### src/rtl/irq_hub_pkg.sv
package irq_hub_pkg;

    localparam int NSLOT = 6;
    localparam int NRX   = 4;

    localparam logic [7:0] ADDR_SUMMARY = 8'h10;
    localparam logic [7:0] ADDR_STORM   = 8'h12;
    localparam logic [7:0] ENABLE_OFS   = 8'h40;

    // status address of a slot under the selected map
    function automatic logic [7:0] slot_addr(input int s, input logic e3);
        case (s)
            0:       return e3 ? 8'h14 : 8'h13;
            1:       return 8'h15;
            2:       return 8'h17;
            3:       return 8'h18;
            4:       return 8'h31;
            default: return 8'h34;
        endcase
    endfunction

    // whether a slot exists under the selected map
    function automatic logic slot_live(input int s, input logic e3);
        case (s)
            1:       return e3;
            2, 4:    return !e3;
            default: return 1'b1;
        endcase
    endfunction

endpackage

### src/rtl/irq_addr_dec.sv
module irq_addr_dec
    import irq_hub_pkg::*;
(
    input  logic [7:0]       addr,
    input  logic             e3_mode,
    output logic [NSLOT-1:0] live,
    output logic [NSLOT-1:0] sel_status,
    output logic [NSLOT-1:0] sel_enable,
    output logic             sel_summary,
    output logic             sel_storm
);

    for (genvar s = 0; s < NSLOT; s++) begin : g_dec
        assign live[s]       = slot_live(s, e3_mode);
        assign sel_status[s] = live[s] && (addr == slot_addr(s, e3_mode));
        assign sel_enable[s] = live[s] && (addr == slot_addr(s, e3_mode) + ENABLE_OFS);
    end

    assign sel_summary = (addr == ADDR_SUMMARY);
    assign sel_storm   = (addr == ADDR_STORM);

endmodule

### src/rtl/irq_storm_fsm.sv
module irq_storm_fsm #(
    parameter int STORM_N = 4
) (
    input  logic clk,
    input  logic rst_n,
    input  logic service,
    input  logic quiet,
    input  logic rearm,
    output logic trip,
    output logic tripped
);

    localparam int CW = (STORM_N < 2) ? 1 : $clog2(STORM_N);
    localparam logic [CW-1:0] LAST = CW'(STORM_N - 1);

    typedef enum logic [1:0] {
        S_QUIET    = 2'd0,
        S_COUNTING = 2'd1,
        S_TRIPPED  = 2'd2
    } guard_state_t;

    guard_state_t   state, state_nx;
    logic [CW-1:0]  cnt, cnt_nx;

    always_ff @(posedge clk or negedge rst_n) begin
        if (!rst_n) begin
            state <= S_QUIET;
            cnt   <= '0;
        end else begin
            state <= state_nx;
            cnt   <= cnt_nx;
        end
    end

    always_comb begin
        state_nx = state;
        cnt_nx   = cnt;
        unique case (state)
            S_QUIET: begin
                if (service) begin
                    if (cnt == LAST) begin
                        state_nx = S_TRIPPED;
                        cnt_nx   = '0;
                    end else begin
                        state_nx = S_COUNTING;
                        cnt_nx   = cnt + 1'b1;
                    end
                end
            end
            S_COUNTING: begin
                if (service) begin
                    if (cnt == LAST) begin
                        state_nx = S_TRIPPED;
                        cnt_nx   = '0;
                    end else begin
                        cnt_nx   = cnt + 1'b1;
                    end
                end else if (quiet) begin
                    state_nx = S_QUIET;
                    cnt_nx   = '0;
                end
            end
            S_TRIPPED: begin
                if (rearm) begin
                    state_nx = S_QUIET;
                    cnt_nx   = '0;
                end
            end
            default: begin
                state_nx = S_QUIET;
                cnt_nx   = '0;
            end
        endcase
    end

    always_comb begin
        trip    = (state != S_TRIPPED) && service && (cnt == LAST);
        tripped = (state == S_TRIPPED);
    end

    assert_count_bound_R8: assert property (@(posedge clk) disable iff (!rst_n)
        cnt <= LAST);

    assert_trip_enters_guard_R8: assert property (@(posedge clk) disable iff (!rst_n)
        trip |=> (state == S_TRIPPED));

    assert_quiet_restarts_R8: assert property (@(posedge clk) disable iff (!rst_n)
        (state == S_COUNTING && quiet && !service) |=> (state == S_QUIET && cnt == '0));

endmodule

### src/rtl/irq_slot.sv
module irq_slot #(
    parameter int SRC_W   = 4,
    parameter int STORM_N = 4
) (
    input  logic             clk,
    input  logic             rst_n,
    input  logic             live,
    input  logic [SRC_W-1:0] evt,
    input  logic             rd_status,
    input  logic             wr_enable,
    input  logic [SRC_W-1:0] wr_bits,
    output logic [SRC_W-1:0] status,
    output logic [SRC_W-1:0] enable,
    output logic             trip
);

    logic             tripped;
    logic [SRC_W-1:0] captured;
    logic             service, quiet;

    assign captured = live ? (evt & enable) : '0;
    assign service  = rd_status && (status != '0);
    assign quiet    = rd_status && (status == '0);

    irq_storm_fsm #(.STORM_N(STORM_N)) u_guard (
        .clk     (clk),
        .rst_n   (rst_n),
        .service (service),
        .quiet   (quiet),
        .rearm   (wr_enable),
        .trip    (trip),
        .tripped (tripped)
    );

    // new events take priority over the read-clear
    always_ff @(posedge clk or negedge rst_n) begin
        if (!rst_n)
            status <= '0;
        else if (!live)
            status <= '0;
        else
            status <= (rd_status ? '0 : status) | captured;
    end

    always_ff @(posedge clk or negedge rst_n) begin
        if (!rst_n)
            enable <= '0;
        else if (trip)
            enable <= '0;
        else if (wr_enable)
            enable <= wr_bits;
    end

    assert_set_needs_enable_R2: assert property (@(posedge clk) disable iff (!rst_n)
        ((status & ~$past(status)) & ~$past(evt & enable)) == '0);

    assert_read_clears_R3: assert property (@(posedge clk) disable iff (!rst_n)
        (rd_status && live) |=> (status == $past(evt & enable)));

    assert_event_survives_read_R4: assert property (@(posedge clk) disable iff (!rst_n)
        (live && rd_status && (captured != '0)) |=> ((status & $past(captured)) == $past(captured)));

    assert_guard_holds_disable_R8: assert property (@(posedge clk) disable iff (!rst_n)
        tripped |-> (enable == '0));

endmodule

### src/rtl/irq_hub.sv
module irq_hub
    import irq_hub_pkg::*;
#(
    parameter int SRC_W   = 4,
    parameter int STORM_N = 4
) (
    input  logic                   clk,
    input  logic                   rst_n,
    input  logic                   e3_mode,
    input  logic [NSLOT*SRC_W-1:0] evt_i,
    input  logic                   rd_en,
    input  logic                   wr_en,
    input  logic [7:0]             addr,
    input  logic [7:0]             wr_data,
    output logic [7:0]             rd_data,
    output logic                   irq_n
);

    localparam int DW = 8;

    logic [NSLOT-1:0] live, sel_status, sel_enable;
    logic             sel_summary, sel_storm;
    logic [NSLOT-1:0] trip;
    logic [NSLOT-1:0] storm_flag;
    logic [SRC_W-1:0] st  [NSLOT];
    logic [SRC_W-1:0] en  [NSLOT];
    logic             rx_pend, tx_pend;
    logic [DW-1:0]    rd_mux;

    irq_addr_dec u_dec (
        .addr        (addr),
        .e3_mode     (e3_mode),
        .live        (live),
        .sel_status  (sel_status),
        .sel_enable  (sel_enable),
        .sel_summary (sel_summary),
        .sel_storm   (sel_storm)
    );

    for (genvar s = 0; s < NSLOT; s++) begin : g_slot
        irq_slot #(.SRC_W(SRC_W), .STORM_N(STORM_N)) u_slot (
            .clk       (clk),
            .rst_n     (rst_n),
            .live      (live[s]),
            .evt       (evt_i[s*SRC_W +: SRC_W]),
            .rd_status (rd_en && sel_status[s]),
            .wr_enable (wr_en && sel_enable[s]),
            .wr_bits   (wr_data[SRC_W-1:0]),
            .status    (st[s]),
            .enable    (en[s]),
            .trip      (trip[s])
        );
    end

    always_comb begin
        rx_pend = 1'b0;
        tx_pend = 1'b0;
        for (int s = 0; s < NSLOT; s++) begin
            if (s < NRX) rx_pend = rx_pend | (|st[s]);
            else         tx_pend = tx_pend | (|st[s]);
        end
    end

    always_comb begin
        rd_mux = '0;
        for (int s = 0; s < NSLOT; s++) begin
            if (sel_status[s]) rd_mux[SRC_W-1:0] = rd_mux[SRC_W-1:0] | st[s];
            if (sel_enable[s]) rd_mux[SRC_W-1:0] = rd_mux[SRC_W-1:0] | en[s];
        end
        if (sel_summary) rd_mux[1:0]       = {tx_pend, rx_pend};
        if (sel_storm)   rd_mux[NSLOT-1:0] = storm_flag;
    end

    always_ff @(posedge clk or negedge rst_n) begin
        if (!rst_n)     rd_data <= '0;
        else if (rd_en) rd_data <= rd_mux;
    end

    // a trip on the same edge as a flag read stays recorded
    always_ff @(posedge clk or negedge rst_n) begin
        if (!rst_n)
            storm_flag <= '0;
        else
            storm_flag <= ((rd_en && sel_storm) ? '0 : storm_flag) | trip;
    end

    always_ff @(posedge clk or negedge rst_n) begin
        if (!rst_n) irq_n <= 1'b1;
        else        irq_n <= !(rx_pend || tx_pend);
    end

    assert_irq_low_when_pending_R6: assert property (@(posedge clk) disable iff (!rst_n)
        (rx_pend || tx_pend) |=> !irq_n);

    assert_irq_high_when_clear_R6: assert property (@(posedge clk) disable iff (!rst_n)
        !(rx_pend || tx_pend) |=> irq_n);

    assert_flag_sticky_R8: assert property (@(posedge clk) disable iff (!rst_n)
        (trip != '0) |=> ((storm_flag & $past(trip)) == $past(trip)));

    assert_one_slot_per_addr_R10: assert property (@(posedge clk) disable iff (!rst_n)
        $onehot0(sel_status));

endmodule

### config.mk
export PLATFORM = sky130hd
export DESIGN_NAME = irq_hub
export DESIGN_NICKNAME = d
export VERILOG_FILES = /design/src/rtl/irq_hub_pkg.sv /design/src/rtl/irq_addr_dec.sv /design/src/rtl/irq_storm_fsm.sv /design/src/rtl/irq_slot.sv /design/src/rtl/irq_hub.sv
export SDC_FILE = /design/constraint.sdc
export NUM_CORES = 1
export LEC_CHECK = 0
export BUFFER_PORTS_ARGS = -buffer_cell sky130_fd_sc_hd__buf_2
export CAP_MARGIN = 30
export CORE_ASPECT_RATIO = 0.75
export CORE_MARGIN = 10
export CORE_UTILIZATION = 40
export DETAILED_ROUTE_END_ITERATION = 12
export SLEW_MARGIN = 20
export SYNTH_ARGS = -nofsm -noshare
export SYNTH_HDL_FRONTEND = slang
export SYNTH_SLANG_ARGS = --single-unit
### constraint.sdc
create_clock -name clk -period 4.78 [get_ports clk]
set_input_delay 0.956 -clock clk [delete_from_list [all_inputs] [get_ports clk]]
set_output_delay 0.956 -clock clk [all_outputs]
set_load 0.005 [all_outputs]
# After elaboration in Yosys (flattened, before gate mapping)
# Cells that the tools add are included.
# word_totals
ff_bits	85
in_bits	45
out_inout_bits	9
word_cells	318
# op_classes
addsub	7
eq_ne	62
n_mux	106
bitwise_logic	28
n_reduce_logical	88
# op_table
operator	count
two-way mux 4 bit	36
two-way mux 2 bit	55
case mux 2 bit (3 select lines)	12
OR 4 bit	17
logical AND 1 bit	43
== test 8 x 5 -> 1 bit, second input constant	5
== test 8 x 7 -> 1 bit, second input constant	5
!= test 2 bit, second input constant	18
bitwise AND 4 bit	6
== test 2 bit, second input constant	12
zero test 4 bit	6
AND reduction 4 bit	6
nonzero test 4 bit	6
OR reduction 4 bit	6
!= test 3 x 2 -> 1 bit, second input constant	6
!= test 3 bit, second input constant	6
AND reduction 3 bit	6
== test 8 x 6 -> 1 bit, second input constant	2
== test 8 bit	2
adder 2 x 1 -> 2 bit, second input constant	6
== test 2 x 1 -> 1 bit, second input constant	6
zero test 2 bit	6
two-way mux 6 bit	2
nonzero test 2 bit	6
6 further kinds	10

# Depth between registers and ports, before layout
# logic_depth
depth_word	27
mapped_depth	7
depth_no_buf	5

# Modules after synthesis
# Synthesis repeated with hierarchy kept, for this count alone.
# hier_totals
cells_unflattened	455
area_unflattened_um2	4563.1
# by_module_without_submodules
mod	n_inst	cells_per_inst	area_each_um2	seq_area_each_um2
irq_slot	6	32	355.3	200.2
irq_hub	1	103	883.3	326.6
irq_storm_fsm at g_slot[0].u_slot.u_guard ...	4	20	201.4	100.1
irq_storm_fsm at g_slot[4].u_slot.u_guard ...	2	22	236.5	100.1
irq_addr_dec	1	36	269.0	0.0

# Least setup slack after synthesis
# Ideal clock, no wire load.
# synth_timing
path_kind	input -> register
start	in addr[0]
end	reg rd_data[1]
setup_ps	124
arrival_time_ps	2373
t_required_ps	4656
path_slack_ps	2283
cell_stages	7
n_path_buf	2
path_cell_list	buf_2 > and3b_1 > and2_1 > buf_2 > a22o_1 > a211o_1 > a211o_1
# synth_between
elab_chain_cells	26
word_cells_on_any_way	45
cone_classes	eq/ne (14); mux (14); bitwise (11); reduce/logical (6)
# synth_rtl
element	line_no	rtl
start, declared	irq_hub.sv:13	input logic [7:0] addr,
== test 8 bit	irq_addr_dec.sv:15	assign sel_status[s] = live[s] && (addr == slot_addr(s, e3_mode));
two-way mux 4 bit	irq_hub.sv:67	if (sel_status[s]) rd_mux[SRC_W-1:0] = rd_mux[SRC_W-1:0] | st[s];
OR 4 bit	irq_hub.sv:68	if (sel_enable[s]) rd_mux[SRC_W-1:0] = rd_mux[SRC_W-1:0] | en[s];
two-way mux 4 bit	irq_hub.sv:68	
OR 4 bit	irq_hub.sv:67	
two-way mux 4 bit	irq_hub.sv:67	
OR 4 bit	irq_hub.sv:68	
two-way mux 4 bit	irq_hub.sv:68	
(+10 left out)	n/a	
OR 4 bit	irq_hub.sv:68	
two-way mux 4 bit	irq_hub.sv:68	
OR 4 bit	irq_hub.sv:67	
two-way mux 4 bit	irq_hub.sv:67	
OR 4 bit	irq_hub.sv:68	
two-way mux 4 bit	irq_hub.sv:68	
two-way mux 2 bit	irq_hub.sv:70	if (sel_summary) rd_mux[1:0] = {tx_pend, rx_pend};
two-way mux 6 bit *	irq_hub.sv:71	if (sel_storm) rd_mux[NSLOT-1:0] = storm_flag;
end signal, assigned	irq_hub.sv:76	else if (rd_en) rd_data <= rd_mux;
end, declared	irq_hub.sv:15	output logic [7:0] rd_data,
# Every way passes the cells marked *; elsewhere a longest branch is shown, timed or not.
# A chain may end at the register's enable or synchronous reset.

# Worst setup path in the final report
# layout_timing
start	in addr[6]
end	reg g_slot[0].u_slot.enable[2]
# layout_between
elab_chain_cells	6
word_cells_on_any_way	9
cone_classes	eq/ne (2); mux (1); reduce/logical (6)
# layout_rtl
element	line_no	rtl
== test 8 bit	irq_addr_dec.sv:15	
logical AND 1 bit	irq_hub.sv:46	.rd_status (rd_en && sel_status[s]),
logical AND 1 bit	irq_slot.sv:22	assign service = rd_status && (status != '0);
logical AND 1 bit (2 in a row)	irq_storm_fsm.sv:77	trip = (state != S_TRIPPED) && service && (cnt == LAST);
two-way mux 4 bit or nonzero test 2 bit (tied branches)	n/a	
end signal, assigned	irq_slot.sv:51	enable <= wr_bits;
end, declared	irq_slot.sv:13	output logic [SRC_W-1:0] enable,
# Several ways; a longest one is shown, not always the timed one.

==> flow_metrics.env <==
export IMPL_num_rows=33
export IMPL_htreeDepth=3
export IMPL_ys_ff_latch=85
export IMPL_ys_async_sr_fraction_pct=100
export IMPL_path_depth=6
export IMPL_synth_seq_area_share_pct=47.3
export IMPL_port_buffers=47
export IMPL_crit_type="input pin to register"
export IMPL_antenna_found_initial=0
export IMPL_crit_buf_inv=1
export IMPL_status="complete, no violations"
export IMPL_worst_path_dominant_cell_family="simple AND/OR/NAND/NOR gates"
export IMPL_netlist_area_um2=4500
export IMPL_r2r_end="rd_data[0]"
export IMPL_synth_top_cell_by_area="dfrtp_1"
export IMPL_crit_path_start_kind="input pin"
export IMPL_die_y_um=112
export IMPL_tritoncts="yes"
export IMPL_cts_root_buffer="clkbuf_16"
export IMPL_min_period_ps=3000
export IMPL_p_leak_nw=2.44
export IMPL_antenna_cells_inserted=0
export IMPL_ios=54
export IMPL_worst_pin_slew_ps=836
export IMPL_arrival_ps=3200
export IMPL_worstReg2RegStart="g_slot[2].u_slot.status[1]"
export IMPL_gr_total_overflow=0
export IMPL_drtAntennaViolNets=0
export IMPL_reg2reg_depth=6
export IMPL_cp_slowest_cell="nor4b_4"
export IMPL_drive_gt1_share_pct=17.6
export IMPL_ir_drop_mv=0.196
export IMPL_hold_path_class="register to register"
export IMPL_finalWirelength_mm=12.5
export IMPL_slew_violations=0
export IMPL_power_density_nw_per_um2=365
export IMPL_hpwl_mm=8.99
export IMPL_core_um2=10900
export IMPL_synth_edf_count=0
export IMPL_worstSkewPairLatency_ps=340
export IMPL_reg2reg_slack_ps=2460
export IMPL_detailedRoute_firstIterationViolations=336
export IMPL_grt_pass1_wl_mm=20.4
export IMPL_cap_violations=0
export IMPL_clock_sinks=85
export IMPL_hold_path_depth=1
export IMPL_setup_viol_count_final=0
export IMPL_track_usage_pct=15.8
export IMPL_start_util_pct=41.1
export IMPL_cp_max_fo=14
export IMPL_slew_headroom_pct=44.3
export IMPL_nets=546
export IMPL_vias_per_cell=6.04
export IMPL_hold_viol=0
export IMPL_grt_pass1_vias=3821
export IMPL_yosysMostFrequentCell="dfrtp_1"
export IMPL_drt_pass1_iterations=5
export IMPL_min_to="storm_flag[3]"
export IMPL_ys_top_cells_by_area="dfrtp_1, a22o_1, a21oi_1"
export IMPL_dieArea_um2=15900
export IMPL_die_x_um=142
export IMPL_cts_hold_buf=0
export IMPL_end_kind="register"
export IMPL_crit_chain="buf_2 > nor4b_4 > and2_1 > nand2_1 > nor4_2 > a21oi_1"
export IMPL_slowest_delay_ps=730
export IMPL_path_clk_slew_ps=70
export IMPL_tns_ps=0
export IMPL_hp_start="storm_flag[3]"
export IMPL_place_gp_congestion=0.863
export IMPL_wl_per_cell_um=19.5
export IMPL_yosys_most_used_dff="dfrtp_1"
export IMPL_yosysUniqueCellTypes=58
export IMPL_clock_skew_ps=8.56
export IMPL_postCtsSetupBuffers=0
export IMPL_synth_warnings=0
export IMPL_cts_repair_resize_count=0
export IMPL_synth_top_cell_area_share_pct=46.7
export IMPL_grt_max_degree=52
export IMPL_netlist_instances=452
export IMPL_worstPathRequired_ps=4980
export IMPL_numCtsBuffers=9
export IMPL_vias=3866
export IMPL_max_freq_mhz=333
export IMPL_fin_hold_ws_ps=479
export IMPL_rsz0062_at_grt="no"
export IMPL_clock_path_buffers=2
export IMPL_syn_to_final_growth_pct=16.2
export IMPL_drc_errors=0
export IMPL_yosys_top_cells_count="dfrtp_1, nand2_1, nor2_1"
export IMPL_syn_area_per_cell_um2=9.95
export IMPL_fin_crit_sh_pct=62.7
[sequential cells by signal, indices dropped and copies added (netlist names)]
signal	flops
g_slot.u_slot.enable	24
g_slot.u_slot.status	24
g_slot.u_slot.u_guard.cnt	12
g_slot.u_slot.u_guard.state	12
rd_data	6
storm_flag	6
irq_n	1
[placed cells by master (no fill, tap or decap), types with 10 or more instances in the layout]
master    n
a21oi_1  33
a22o_1   19
a22oi_1  16
buf_2    46
dfrtp_1  84
inv_1    10
mux2i_1  16
nand2_1  41
nand3_1  24
nor2_1   35
nor3_1   10
o21ai_1  13
[worst max path at each step]
stage | from | endpoint | slack, ps
after floorplan | addr[0] | rd_data[1] | 2280
after global placement | addr[6] | g_slot[0].u_slot.enable[2] | 1470
after detailed placement | addr[6] | g_slot[0].u_slot.enable[2] | 1450
after CTS | addr[6] | g_slot[0].u_slot.enable[2] | 1830
after global routing | addr[6] | g_slot[0].u_slot.enable[0] | 1650
final | addr[6] | g_slot[0].u_slot.enable[2] | 1780
[per-stage QoR]
stage / std cells / utilization [%] / power [mW] / area (µm²) / setup WS [ps]
floorplan: 453 / - / 0.983 / 4500 / 2280
global placement: 620 / 44.1 / 1.07 / 4830 / 1470
detailed placement: 622 / 44.4 / 1.08 / 4860 / 1450
CTS: 638 / 47.7 / 1.92 / 5220 / 1830
global route: 640 / 47.8 / 1.99 / 5230 / 1650
finish: 640 / 47.8 / 1.91 / 5230 / 1780
[power by group]
part           switching, mW  internal (mW)
registers             0.0647          0.781
logic                  0.127          0.104
clock network          0.291          0.540
total                  0.483           1.43
[per-layer routing]
layer	vias to the layer above	routed length (µm)	GRT usage, %
li1	1776	-	-
met1	1937	6020	22.6
met2	134	5430	22.4
met3	19	826	4.12
met4	0	214	5.05
met5	-	0	0
[cell families (layout without fill, tap and decap cells)]
logic type	Yosys count	after routing	share of synthesized area, %
other cells	1	2	0.0834
mux	20	20	4.56
flops	85	85	47.3
simple gates	183	183	24.2
compound gates	124	124	18.9
fa+ha+maj	6	6	1.67
buf+inv	33	80	3.28
[layout make-up]
type | count | area (µm²)
Inverter | 10 | 37.5
Timing Repair Buffer | 54 | 302
Sequential cell | 85 | 2130
Clock buffer | 11 | 253
Multi-Input combinational cell | 335 | 2230
Tap cell | 140 | 175
Fill cell | 994 | 5710
Clock inverter | 5 | 106
[worst register-to-register path, delay by kind of cell, from the launching register on]
family / cells / cell delay (ps)
buffers and inverters: 1 / 260
and+or+nand+nor: 3 / 1320
AOI/OAI and AO/OA: 2 / 230
DFF: 1 / 400
Note: power is estimated with default switching activity, not from simulation.
